[src/rtl/pt_walk_pkg.sv]
package pt_walk_pkg;
  typedef enum logic [2:0] {
    S_IDLE,
    S_RD1,
    S_WT1,
    S_RD2,
    S_WT2,
    S_DONE
  } walk_state_e;
endpackage

[src/rtl/pt_walk_addr.sv]
module pt_walk_addr #(
  parameter int unsigned PA_W  = 32,
  parameter int unsigned OFF_W = 12,
  parameter int unsigned IDX_W = 10,
  parameter int unsigned PTE_W = 32
) (
  input  logic [PA_W-OFF_W-1:0] tbl_ppn_i,
  input  logic [IDX_W-1:0]      idx_i,
  output logic [PA_W-1:0]       addr_o
);
  localparam int unsigned SH = $clog2(PTE_W / 8);

  assign addr_o = {tbl_ppn_i, {OFF_W{1'b0}}} + (PA_W'(idx_i) << SH);
endmodule

[src/rtl/pt_walk_ctrl.sv]
module pt_walk_ctrl
  import pt_walk_pkg::*;
(
  input  logic clk_i,
  input  logic rst_ni,
  input  logic req_valid_i,
  input  logic mem_rvalid_i,
  input  logic pte_valid_i,
  output logic ready_o,
  output logic accept_o,
  output logic mem_req_o,
  output logic lvl2_o,
  output logic ld_next_o,
  output logic fin_ok_o,
  output logic fin_fault_o,
  output logic rsp_valid_o
);
  walk_state_e state_q, state_d;

  always_ff @(posedge clk_i or negedge rst_ni) begin
    if (!rst_ni) state_q <= S_IDLE;
    else         state_q <= state_d;
  end

  always_comb begin
    state_d     = state_q;
    ready_o     = 1'b0;
    accept_o    = 1'b0;
    mem_req_o   = 1'b0;
    lvl2_o      = 1'b0;
    ld_next_o   = 1'b0;
    fin_ok_o    = 1'b0;
    fin_fault_o = 1'b0;
    rsp_valid_o = 1'b0;
    unique case (state_q)
      S_IDLE: begin
        ready_o = 1'b1;
        if (req_valid_i) begin
          accept_o = 1'b1;
          state_d  = S_RD1;
        end
      end
      S_RD1: begin
        mem_req_o = 1'b1;
        state_d   = S_WT1;
      end
      S_WT1: begin
        if (mem_rvalid_i) begin
          if (pte_valid_i) begin
            ld_next_o = 1'b1;
            state_d   = S_RD2;
          end else begin
            fin_fault_o = 1'b1;
            state_d     = S_DONE;
          end
        end
      end
      S_RD2: begin
        mem_req_o = 1'b1;
        lvl2_o    = 1'b1;
        state_d   = S_WT2;
      end
      S_WT2: begin
        lvl2_o = 1'b1;
        if (mem_rvalid_i) begin
          fin_ok_o    = pte_valid_i;
          fin_fault_o = !pte_valid_i;
          state_d     = S_DONE;
        end
      end
      S_DONE: begin
        rsp_valid_o = 1'b1;
        state_d     = S_IDLE;
      end
      default: state_d = S_IDLE;
    endcase
  end
endmodule

[src/rtl/pt_walk.sv]
module pt_walk #(
  parameter int unsigned VA_W  = 32,
  parameter int unsigned PA_W  = 32,
  parameter int unsigned OFF_W = 12,
  parameter int unsigned IDX_W = 10,
  parameter int unsigned PTE_W = 32
) (
  input  logic                 clk_i,
  input  logic                 rst_ni,
  input  logic                 req_valid_i,
  output logic                 req_ready_o,
  input  logic [VA_W-1:0]      req_va_i,
  input  logic [PA_W-OFF_W-1:0] root_ppn_i,
  output logic                 mem_req_o,
  output logic [PA_W-1:0]      mem_addr_o,
  input  logic                 mem_rvalid_i,
  input  logic [PTE_W-1:0]     mem_rdata_i,
  output logic                 rsp_valid_o,
  output logic                 rsp_fault_o,
  output logic                 rsp_fault_lvl_o,
  output logic [PA_W-1:0]      rsp_pa_o
);
  localparam int unsigned PPN_W  = PA_W - OFF_W;
  localparam int unsigned LEVELS = 2;

  logic             accept, lvl2, ld_next, fin_ok, fin_fault;
  logic [VA_W-1:0]  va_q;
  logic [PPN_W-1:0] tbl_ppn_q;
  logic [PA_W-1:0]  pa_q;
  logic             fault_q, lvl_q;
  logic [PPN_W-1:0] pte_ppn;
  logic [IDX_W-1:0] lvl_idx [LEVELS];
  logic [IDX_W-1:0] cur_idx;

  assign pte_ppn = mem_rdata_i[OFF_W +: PPN_W];

  // index slices, top level first
  for (genvar g = 0; g < LEVELS; g++) begin : g_idx
    assign lvl_idx[g] = va_q[OFF_W + (LEVELS-1-g)*IDX_W +: IDX_W];
  end

  assign cur_idx = lvl2 ? lvl_idx[1] : lvl_idx[0];

  pt_walk_ctrl i_ctrl (
    .clk_i       (clk_i),
    .rst_ni      (rst_ni),
    .req_valid_i (req_valid_i),
    .mem_rvalid_i(mem_rvalid_i),
    .pte_valid_i (mem_rdata_i[0]),
    .ready_o     (req_ready_o),
    .accept_o    (accept),
    .mem_req_o   (mem_req_o),
    .lvl2_o      (lvl2),
    .ld_next_o   (ld_next),
    .fin_ok_o    (fin_ok),
    .fin_fault_o (fin_fault),
    .rsp_valid_o (rsp_valid_o)
  );

  // one adder shared by both levels
  pt_walk_addr #(
    .PA_W (PA_W),
    .OFF_W(OFF_W),
    .IDX_W(IDX_W),
    .PTE_W(PTE_W)
  ) i_addr (
    .tbl_ppn_i(tbl_ppn_q),
    .idx_i    (cur_idx),
    .addr_o   (mem_addr_o)
  );

  always_ff @(posedge clk_i or negedge rst_ni) begin
    if (!rst_ni) begin
      va_q      <= '0;
      tbl_ppn_q <= '0;
      pa_q      <= '0;
      fault_q   <= 1'b0;
      lvl_q     <= 1'b0;
    end else begin
      if (accept) begin
        va_q      <= req_va_i;
        tbl_ppn_q <= root_ppn_i;
        pa_q      <= '0;
        fault_q   <= 1'b0;
        lvl_q     <= 1'b0;
      end
      if (ld_next) tbl_ppn_q <= pte_ppn;
      if (fin_ok)  pa_q <= {pte_ppn, va_q[OFF_W-1:0]};
      if (fin_fault) begin
        fault_q <= 1'b1;
        lvl_q   <= lvl2;
      end
    end
  end

  assign rsp_fault_o     = fault_q;
  assign rsp_fault_lvl_o = lvl_q;
  assign rsp_pa_o        = pa_q;
endmodule

[config.mk]
export PLATFORM = sky130hd
export DESIGN_NAME = pt_walk
export DESIGN_NICKNAME = d
export VERILOG_FILES = /design/src/rtl/pt_walk_pkg.sv /design/src/rtl/pt_walk_addr.sv /design/src/rtl/pt_walk_ctrl.sv /design/src/rtl/pt_walk.sv
export SDC_FILE = /design/constraint.sdc
export NUM_CORES = 1
export LEC_CHECK = 0
export ABC_AREA = 0
export BUFFER_PORTS_ARGS = -buffer_cell sky130_fd_sc_hd__clkbuf_2
export CAP_MARGIN = 20
export CORE_MARGIN = 1.5
export CORE_UTILIZATION = 35
export CTS_CLUSTER_DIAMETER = 40
export DETAILED_ROUTE_END_ITERATION = 10
export GPL_TIMING_DRIVEN = 0
export SLEW_MARGIN = 20
export SYNTH_ARGS = -nofsm -noshare
export SYNTH_HDL_FRONTEND = slang
export SYNTH_SLANG_ARGS = --single-unit
[constraint.sdc]
create_clock -name clk_i -period 1.8 [get_ports clk_i]
set_input_delay 0.36 -clock clk_i [delete_from_list [all_inputs] [get_ports clk_i]]
set_output_delay 0.36 -clock clk_i [all_outputs]
set_load 0.02 [all_outputs]
== Word level (Yosys, flattened, before mapping) ==
Index checks and enable logic that the tools add are counted.
Operators by class
  magnitude comparators: 0
  add/subtract/negate cells: 1
  shifts and indexed selects: 0
  multiplexer cells: 28
  divide/modulo/power cells: 0
  reduce and logical (&&, ||, !) cells: 8
  bitwise operators: 0
  equal/unequal tests: 8
  $mul: 0
Operators by type and width (count)
  $mux 32: 2
  $mux 20: 2
  $add 32x12->32: 1
  $mux 1: 17
  $pmux 3 s5: 1
  $mux 3: 4
  $mux 10: 1
  $eq 3x2->1 const B: 2
  $eq 3x3->1 const B: 2
  $ne 2x2->1 const B: 3
  $reduce_bool 2->1: 3
  $reduce_or 2->1: 2
  $eq 3x1->1 const B: 1
  $logic_not 3->1: 1
  $reduce_and 3->1: 1
  $pmux 1 s2: 1
  $logic_not 1->1: 1
Word-level totals
  logic and storage cells: 51
  bits in latches: 0
  memories: 0
  input port bits: 88
  register bits: 89
  bits in read-only memories: 0
  bits in writable memories: 0
  output and inout bits: 69

== Logic depth before layout (Yosys ltp) ==
Gate-level depths: netlist (run 1).
  depth in word-level cells: 5
  mapped depth: 5
  mapped depth without buffers: 3

== Cells and area by module ==
From an unflattened synthesis (run 1), not the netlist that was laid out.
Second synthesis, totals
  cells, all modules: 303
  area total of the unflattened synthesis: 4045.1 um^2
By module, submodules not included
  pt_walk: instances 1, area an instance 3558.4 um^2, cells each 243
  pt_walk_addr: instances 1, area an instance 244.0 um^2, cells each 33
  pt_walk_ctrl: instances 1, area an instance 242.7 um^2, cells each 27

== Worst setup path after synthesis (run 1) ==
OpenSTA, ideal clock, no wires.
  kind: register to output
  start: reg i_ctrl.state_q[2]
  end: out mem_addr_o[6]
  cell stages (with the launch flop): 5
  required time: 1.440 ns
  arrival time: 1.431 ns
  path buffers: 1
  setup slack: 0.009 ns
  cell sequence: dfrtp_1 buf_4 nand2b_1 o2bb2ai_2 mux2_1
On the way
  cells in the longest elaborated chain, start to end: 5
  elaborated cells between the ends (all ways): 6
  classes of those cells: add/sub: 1; eq/ne: 2; mux: 2; reduce/logical: 1
RTL lines
  from (decl): RTL line pt_walk_ctrl.sv:18  | walk_state_e state_q, state_d;
  from (signal assigned): RTL line pt_walk_ctrl.sv:22  | else state_q <= state_d;
  $eq 3x2->1 or $eq 3x3->1 (tied branches): RTL line pt_walk_ctrl.sv:35  | unique case (state_q)
  $reduce_or 2->1 (no source line) *
  $mux 1 *: RTL line pt_walk_ctrl.sv:35
  $mux 10 *: RTL line pt_walk.sv:42  | assign cur_idx = lvl2 ? lvl_idx[1] : lvl_idx[0];
  $add 32x12->32 *: RTL line pt_walk_addr.sv:13  | assign addr_o = {tbl_ppn_i, {OFF_W{1'b0}}} + (PA_W'(idx_i) << SH);
  to (decl): RTL line pt_walk.sv:15  | output logic [PA_W-1:0] mem_addr_o,
Every way passes the cells marked *; elsewhere a longest branch is shown, timed or not.

== Worst setup path in the final report (run 1) ==
  start: reg i_ctrl.state_q[1]
  end: out mem_addr_o[4]
Same word-level chain as after synthesis.

==> flow_metrics.tcl, run 1 <==
set metrics [dict create \
    gp_congestion 0.745 \
    drt_iter0_drc 50 \
    rows 39 \
    synth_top_area_share_pct 55.1 \
    p_leak_nw 2.77 \
    timing.final.crit_share_pct 118 \
    min_path_type "input port to async pin" \
    synth_edf_count 0 \
    yosysMostFrequentCell "dfrtp_1" \
    ant_nets 0 \
    ys_seq_elements 89 \
    io_pins 157 \
    dpl.hpwl_microns 6420 \
    core_sq_um 11300 \
    grt_overflow_total 0 \
    cts-root-buf "clkbuf_16" \
    grt_pass1_vias 3032 \
    die_x_microns 110 \
    peakVddDrop_uv 786 \
    netlist_area_sq_um 4040 \
    avgSynthCellArea_sq_um 14.1 \
    rsz0062_at_grt "yes" \
    synth_area_leader_cell "dfrtp_1" \
    n_antenna_cell 0 \
    cts_tree "built" \
    seqCellArea_sq_um 2230 \
    fin_nets 539 \
    grt_max_degree 90 \
    total_power_mw 10.2 \
    cts-htree-levels 3 \
    worst_slack_ns -0.318 \
    cp-end-kind "output port" \
    violations "negative setup slack" \
    synth_cell_types 24 \
    numCtsBuffers 9 \
    cts_max_path_buffers 2 \
    post-place-ws_ns -0.388 \
    die_y_microns 110 \
    finalHoldWorstSlack_ns 0.0726 \
    drc 0 \
    async_reset_ff_share_pct 100 \
    cp_data_arrival_time_ns 1.76 \
    path_class "flip-flop to output port" \
    netlist_instances 286 \
    io_buffers 143 \
    dr.pass1.iters 4 \
    yosysSeqAreaShare_pct 55.1 \
    grt_pass1_wl_microns 15200 \
    startpoint_type "flip-flop" \
    layout-drive-gt1-share_pct 59.9 \
    skew_ns 0.0102 \
    status "finished with violations" \
    final_hold_viol_count 0 \
    vias_per_cell 4.69 \
    cp.required_ns 1.44 \
    clk_pin_slew_ns 0.07 \
    power_density_nw_per_um2 1840 \
    nFillCells 1055 \
    initial_core_util_pct 35.7 \
    wl_microns 9190 \
    yosys_warnings 0 \
    fin_crit_ns 2.12 \
    die_area_sq_um 12200 \
    synthTopCellsByCount "dfrtp_1 (89), mux2_2 (80), nor2b_1 (35)" \
    multi_input_area_sq_um 1720 \
    clkSinkCount 89 \
    slew_headroom_pct 51.8 \
    clock.fmax_mhz 472 \
    grt_usage_pct 15.6 \
    slew_viol_final 0 \
    syn_to_final_growth_pct 36.5 \
    vias 2810 \
    cap_violations 0 \
    tightest_slew_ns 0.723 \
    wl_per_cell_microns 15.3 \
    clk-insertion-delay-late_ns 0.33 \
    crit_fanout 10 \
    synth.area.top_cells "dfrtp_1 (55%), mux2_2 (22%), mux2_1 (9.5%), nor2b_1 (5.4%), buf_2 (1.1%)" \
    finalSetupViolCount 80 \
    antenna_found_initial 0 \
    ys.flop_type "dfrtp_1" \
]
## layer usage
| metal | part of all wire [%] | vias up | track usage (%) |
|---|---|---|---|
| li1 | - | 1319 | - |
| met1 | 42 | 1389 | 19.9 |
| met2 | 49 | 85 | 24.8 |
| met3 | 5.7 | 17 | 4.23 |
| met4 | 2.7 | 0 | 6.92 |
| met5 | 0 | - | 0 |
## worst paths after layout
kind                                         from                 to  slack [ns]  depth (start not counted)
worst max-delay path            i_ctrl.state_q[1]      mem_addr_o[4]       -0.32                          5
worst min-delay path                       rst_ni      tbl_ppn_q[12]        0.07                          1
worst max register to register  i_ctrl.state_q[2]      tbl_ppn_q[10]       -0.22                          7
worst min register to register           va_q[12]           va_q[12]        0.48                          1
max in group asynchronous                  rst_ni  i_ctrl.state_q[0]        1.19                          1
min in group clk_i                   req_va_i[10]           va_q[10]        0.25                          2
## stage by stage
| step | utilization [%] | area, sq um | std cells | TNS, ns |
|---|---|---|---|---|
| CTS | 47.6 | 5390 | 596 | -17.71 |
| floorplan | - | 4040 | 287 | 0 |
| global placement | 43.6 | 4940 | 573 | -74.27 |
| detailed placement | 43.7 | 4950 | 573 | -8.64 |
| global route | 48.7 | 5520 | 599 | -23.71 |
| finish | 48.7 | 5520 | 599 | -14.44 |
## critical path, stage by stage (launching register included)
cell,delay [ns]
dfrtp_1,0.42
clkbuf_4,0.20
o2bb2ai_4,0.19
buf_12,0.14
mux2_2,0.34
buf_6,0.13
## area by class of cell
class | instances | share of cell area (%)
Buffer | 19 | 2.61
Clock buffer | 12 | 4.65
Multi-Input combinational cell | 176 | 31.3
Inverter | 3 | 0.204
Clock inverter | 4 | 1.36
Timing Repair Buffer | 153 | 16.3
Sequential cell | 89 | 40.4
Tap cell | 143 | 3.24
## what timing repair did
action	CTS	global route
cloned	0	1
buffers inserted	7	2
resized for setup	10	42
pin swaps	1	1
hold buffers	0	0
endpoints found under the hold margin	0	0
setup endpoints to repair	72	96
## cell usage in the layout (no fill, tap or decap), drive strengths merged, types with 3 or more instances in the layout
master  instances
mux2          114
a21oi           4
nor2b          35
inv             3
clkbuf        146
dfrtp          89
buf            38
nand2b          3
nor2            4
o21ai           3
## where the power goes
part           leakage, nW  total, mW  internal (mW)  switching [mW]
sequential            1.11       3.29           2.88           0.412
clock                0.155       2.04           1.29           0.750
combinational         1.50       4.84           2.49            2.35
total                 2.77       10.2           6.66            3.51
## sequential cells by signal (all words and copies together) (netlist names)
| register | count |
|---|---|
| va_q | 32 |
| tbl_ppn_q | 20 |
| i_ctrl.state_q | 3 |
| rsp_fault_lvl_o | 1 |
| rsp_fault_o | 1 |
| rsp_pa_o | 32 |
## cell families (layout without fill, tap and decap cells)
group,count (synthesis),in the layout,share of synthesized area (%)
muxes,115,115,32.0
DFF,89,89,55.1
and+or+nand+nor,47,47,7.31
buffers and inverters,22,191,3.44
AOI/OAI and AO/OA,12,12,2.01
other,1,2,0.0928
No activity file was read; power rests on OpenSTA's default activity.
==> run 2: changes to the inputs <==
--- a/config.mk
+++ b/config.mk
@@ -13,6 +13,7 @@
 export CTS_CLUSTER_DIAMETER = 40
 export DETAILED_ROUTE_END_ITERATION = 10
 export GPL_TIMING_DRIVEN = 0
+export SETUP_SLACK_MARGIN = 0.4
 export SLEW_MARGIN = 20
 export SYNTH_ARGS = -nofsm -noshare
 export SYNTH_HDL_FRONTEND = slang
==> run 2 against run 1 <==
- the flow still finishes with violations (negative setup slack)
- critical path depth unchanged
- sequential power up 2%
- sequential cell count unchanged
- total power up 13%
- die area unchanged
- count of clock-buffer cells in the layout unchanged
- sequential share of layout area down 3.8 points
- maximum frequency down 0.32%
==> flow_metrics.tcl, run 2 (same netlist as run 1, synthesis figures left out) <==
set metrics [dict create \
    status "finished with violations" \
    violations "negative setup slack" \
    crit_chain "nor2b_4 -> o2bb2ai_4 -> buf_12 -> mux2_2 -> clkbuf_2" \
    skew_ns 0.00438 \
    gp_congestion 0.779 \
    numCtsBuffers 9 \
    path_buf_inv 2 \
    peakVddDrop_uv 904 \
    drt_iter0_drc 78 \
    cp_data_arrival_time_ns 1.76 \
    total_power_mw 11.5 \
    cts-root-buf "clkbuf_16" \
    io_buffers 143 \
    slew_viol_final 0 \
    top_layer_used "met4" \
    rsz0062_at_grt "yes" \
    worst_slack_ns -0.324 \
    dr_wl_met2_microns 4950 \
    die_y_microns 110 \
    clk-insertion-delay-late_ns 0.34 \
    finalSetupViolCount 81 \
    met1Wirelength_microns 4610 \
    path_class "flip-flop to output port" \
    power_density_nw_per_um2 1900 \
    die_area_sq_um 12200 \
    dpl.hpwl_microns 6580 \
    core_sq_um 11300 \
    slew_headroom_pct 50.9 \
    min_path_type "input port to async pin" \
    layout-drive-gt1-share_pct 68.8 \
    wl_microns 10400 \
    fin_crit_ns 2.12 \
    ant_nets 0 \
    regToRegSetupSlack_ns -0.16 \
    clock.fmax_mhz 471 \
    post-place-ws_ns -0.149 \
    n_antenna_cell 0 \
    cp_slowest_stage_delay_ns 0.42 \
    cts_tree "built" \
    finalHoldWorstSlack_ns 0.0661 \
    tightest_slew_ns 0.736 \
    vias_per_cell 4.71 \
    clk_pin_slew_ns 0.06 \
    grt_overflow_total 0 \
    hold_buffers 0 \
    vias 2926 \
    final_common_cell "clkbuf_2" \
    p_leak_nw 3.13 \
    dp.cells 573 \
    die_x_microns 110 \
    dr.pass1.iters 4 \
    cts_max_path_buffers 2 \
    drc 0 \
    cp_top_family "flip-flops" \
    cp-end-kind "output port" \
    grt_pass1_wl_microns 15300 \
    timing.final.crit_share_pct 118 \
    grt_usage_pct 15.9 \
    grt_pass1_vias 2959 \
    final_hold_viol_count 0 \
    stdcell_count 621 \
    wl_per_cell_microns 16.7 \
    clkSinkCount 89 \
    fin_nets 561 \
    cts-htree-levels 3 \
    cpMaxStageDelayCell "dfrtp_1" \
    cp.required_ns 1.44 \
    rows 39 \
    grt_max_degree 90 \
    wl_met3_microns 651 \
    startpoint_type "flip-flop" \
    initial_core_util_pct 35.7 \
    cap_violations 0 \
    syn_to_final_growth_pct 50.7 \
    final_cell_mix "clkbuf_2 (133), dfrtp_1 (87), mux2_2 (62), mux2_4 (50), nor2b_1 (34)" \
    crit_fanout 10 \
    io_pins 157 \
    antenna_found_initial 0 \
]
## run 2: changes by cell type in the layout (fill, tap and decap cells not counted), moves of 2 or more
cell,previous run,this run
clkinvlp_4,2,0
clkbuf_2,131,133
buf_12,1,9
mux2_2,76,62
mux2_1,33,2
mux2_4,5,50
buf_4,14,23
clkbuf_16,10,15
buf_6,16,11
buf_8,0,3
## run 2: power by group
part	switching [mW]	leakage, nW	internal [mW]
registers	0.476	1.11	2.88
clock network	0.779	0.173	1.44
logic	2.58	1.84	3.39
total	3.84	3.13	7.71
## run 2: metal layers
| layer | up-vias | GRT usage (%) |
|---|---|---|
| li1 | 1371 | - |
| met1 | 1435 | 21.0 |
| met2 | 108 | 24.3 |
| met3 | 12 | 5.60 |
| met4 | 0 | 5.56 |
| met5 | - | 0 |
## run 2: timing repair
item / CTS / global route
gates resized for setup: 14 / 80
setup endpoints to repair: 97 / 97
buffers inserted: 6 / 18
cloned: 0 / 8
pin swaps: 1 / 4
## run 2: area by class of cell
cell class	count	area, sq um
Multi-Input combinational cell	176	1910
Sequential cell	89	2230
Timing Repair Buffer	175	1160
Tap cell	143	179
Fill cell	999	5230
Clock buffer	12	256
Buffer	19	244
Clock inverter	4	98.8
Inverter	3	11.3
## run 2: worst paths after layout
path                                   startpoint       endpoint  cells after the start
max in group asynchronous                  rst_ni       va_q[12]                      1
worst min-delay path                       rst_ni       va_q[25]                      1
worst max-delay path            i_ctrl.state_q[1]  mem_addr_o[2]                      5
worst min register to register           va_q[17]       va_q[17]                      1
worst max register to register  i_ctrl.state_q[0]   tbl_ppn_q[9]                      7
min in group clk_i                    req_va_i[9]        va_q[9]                      2
## run 2: metrics by stage
stage / util, % / TNS [ns] / cell area, sq um
4_1_cts: 48.9 / -15.35 / 5530
2_1_floorplan: - / 0 / 4150
3_3_place_gp: 44.6 / -65.87 / 5050
3_5_place_dp: 44.7 / -5.01 / 5060
6_report: 53.8 / -8.97 / 6090
5_1_grt: 53.8 / -13.45 / 6090
==> run 3: changes to the inputs <==
--- a/config.mk
+++ b/config.mk
@@ -8,7 +8,6 @@
 export ABC_AREA = 0
 export BUFFER_PORTS_ARGS = -buffer_cell sky130_fd_sc_hd__clkbuf_2
 export CAP_MARGIN = 20
-export CORE_MARGIN = 1.5
 export CORE_UTILIZATION = 35
 export CTS_CLUSTER_DIAMETER = 40
 export DETAILED_ROUTE_END_ITERATION = 10
@@ -17,4 +16,5 @@
 export SLEW_MARGIN = 20
 export SYNTH_ARGS = -nofsm -noshare
 export SYNTH_HDL_FRONTEND = slang
+export SYNTH_HIERARCHICAL = 1
 export SYNTH_SLANG_ARGS = --single-unit
==> run 3 against run 2 <==
- count of clock-buffer cells in the layout decreased by 3
- largest cell class unchanged
- utilization increased by 2.2 points
- worst hold slack improved by 0.017 ns
- sequential power about the same
- synthesized cell count increased by 5.9%
- the run still ends with negative setup slack left
==> flow_metrics.tcl, run 3 <==
set metrics [dict create \
    clk-insertion-delay-late_ns 0.34 \
    dr.pass1.iters 4 \
    io_pins 157 \
    cts_max_path_buffers 2 \
    final_hold_viol_count 0 \
    drt_iter0_drc 93 \
    cpMaxStageDelayCell "dfrtp_1" \
    nFillCells 940 \
    total_power_mw 12.7 \
    synth_cell_types 29 \
    worst_slack_ns -0.471 \
    clkSinkCount 89 \
    yosys_warnings 6 \
    gp_congestion 0.775 \
    clk_pin_slew_ns 0.07 \
    cp_top_family "buffers and inverters" \
    synth.area.top_cells "dfrtp_1 (55%), mux2_4 (10%), a22o_1 (7.1%), buf_4 (6.5%), mux2i_1 (5.2%)" \
    ys_seq_elements 89 \
    synth_top_area_share_pct 55.1 \
    seqCellArea_sq_um 2230 \
    cp-startpoint "i_ctrl/state_q[1]" \
    tightest_slew_ns 0.706 \
    antenna_found_initial 0 \
    grt_pass1_wl_microns 16700 \
    cp_data_arrival_time_ns 1.91 \
    cp_slowest_stage_delay_ns 0.37 \
    cp.required_ns 1.44 \
    path_buf_inv 4 \
    grt_max_degree 90 \
    core_sq_um 11000 \
    drc 0 \
    post-place-ws_ns -0.283 \
    status "finished with violations" \
    crit_chain "buf_6 -> nand2b_4 -> mux2i_4 -> buf_6 -> mux2_4 -> buf_6 -> buf_8" \
    final_common_cell "clkbuf_2" \
    async_reset_ff_share_pct 100 \
    startpoint_type "flip-flop" \
    synth_area_leader_cell "dfrtp_1" \
    final_area_sq_um 6180 \
    slew_headroom_pct 52.9 \
    n_antenna_cell 0 \
    power_density_nw_per_um2 2050 \
    cap_violations 0 \
    rr_startpoint "i_ctrl/state_q[2]" \
    vias_per_cell 4.77 \
    cp-end-kind "output port" \
    fin_nets 584 \
    final_cell_mix "clkbuf_2 (129), dfrtp_1 (88), mux2_4 (42), buf_6 (37)" \
    numCtsBuffers 9 \
    layout-drive-gt1-share_pct 61.5 \
    cts-htree-levels 3 \
    synthTopCellsByCount "dfrtp_1 (89), buf_4 (35), a22o_1 (33)" \
    multi_input_area_sq_um 1560 \
    dpl-instance-area_sq_um 5010 \
    cts_tree "built" \
    synth_edf_count 0 \
    p_leak_nw 3.10 \
    vias 3057 \
    die_y_microns 110 \
    avgSynthCellArea_sq_um 13.4 \
    fin_crit_ns 2.27 \
    wl_per_cell_microns 17.6 \
    grt_usage_pct 19.0 \
    die_area_sq_um 12000 \
    setup_tns_ns -38.43 \
    netlist_instances 303 \
    wl_microns 11300 \
    ant_nets 0 \
    hold_buffers 0 \
    crit_fanout 5 \
    dpl.hpwl_microns 6690 \
    netlist_area_sq_um 4050 \
    path_class "flip-flop to output port" \
    cts-root-buf "clkbuf_16" \
    syn_to_final_growth_pct 52.8 \
    min_path_type "input port to async pin" \
    yosysMostFrequentCell "dfrtp_1" \
    grt_pass1_vias 3086 \
    utilization_pct 56.0 \
    die_x_microns 110 \
    rsz0062_at_grt "yes" \
    violations "negative setup slack" \
    slew_viol_final 0 \
    io_buffers 143 \
    rows 38 \
    initial_core_util_pct 36.7 \
    timing.final.crit_share_pct 126 \
    skew_ns 0.00538 \
    finalSetupViolCount 98 \
    yosysSeqAreaShare_pct 55.1 \
    clock.fmax_mhz 440 \
    ys.flop_type "dfrtp_1" \
    peakVddDrop_uv 1120 \
    crit_top_cell "buf_6" \
    grt_overflow_total 0 \
]
-- run 3: cell count changes after synthesis, moves of 21 or more --
cell / previous run / this run
mux2_1: 34 / 0
nand2_1: 0 / 21
mux2_4: 0 / 28
mux2_2: 80 / 14
a22o_1: 0 / 33
nor2b_1: 35 / 1
buf_4: 4 / 35
-- run 3: area by class of cell --
class	count	area share, %
clock inverter	7	1.52
clock buffer	9	3.64
buffer	52	8.18
timing repair buffer	181	22.4
sequential	89	36.1
tap	140	2.83
multi-input combinational	161	25.3
inverter	2	0.121
-- run 3: through the flow --
stage | hold WS [ns] | instances
3_5_place_dp | 0.479 | 587
3_3_place_gp | 0.465 | 587
2_1_floorplan | 0.0644 | 304
6_report | 0.0832 | 641
5_1_grt | 0.119 | 641
4_1_cts | 0.114 | 634
-- run 3: where the power goes --
group / switching (mW) / leakage, nW / internal (mW)
clock: 0.813 / 0.152 / 1.22
combinational: 3.03 / 1.83 / 4.21
sequential: 0.493 / 1.12 / 2.88
-- run 3: logic make-up (layout without fill, tap and decap cells) --
logic type	Yosys count	in the layout	synth area share (%)
DFF	89	89	55.1
muxes	63	63	19.5
AOI/OAI and AO/OA	60	60	10.9
buffers and inverters	54	251	9.93
and+or+nand+nor	36	36	4.52
other	1	2	0.0927
-- run 3: timing repair --
| item | CTS | global route |
|---|---|---|
| resized for setup | 78 | 42 |
| endpoints found under the setup margin | 99 | 103 |
| cloned | 9 | 2 |
| pin swaps | 5 | 34 |
| setup buffers | 22 | 5 |
-- run 3: worst paths after layout --
path / endpoint / slack (ns) / depth (start not counted)
worst max-delay path: mem_addr_o[4] / -0.47 / 7
worst min-delay path: rsp_pa_o[20] / 0.08 / 1
worst max register to register: tbl_ppn_q[5] / -0.44 / 13
worst min register to register: rsp_fault_o / 0.50 / 1
max in group asynchronous: i_ctrl/state_q[2] / 1.20 / 1
min in group clk_i: tbl_ppn_q[7] / 0.25 / 3
-- run 3: worst register-to-register path, stage by stage, from the launching register on --
cell     delay (ns)
dfrtp_2        0.43
buf_6          0.12
buf_6          0.10
buf_6          0.10
buf_6          0.11
buf_6          0.11
nor2b_4        0.12
nor3b_4        0.24
buf_6          0.14
buf_6          0.10
buf_8          0.13
buf_12         0.13
mux2i_2        0.22
o21ai_1        0.08
-- run 3: per-layer routing --
metal / GRT usage, % / part of all wire, % / vias up
li1: - / - / 1431
met1: 25.6 / 46 / 1544
met2: 30.3 / 49 / 73
met3: 4.74 / 4.5 / 9
met4: 5.62 / 1.4 / 0
met5: 0 / 0 / -
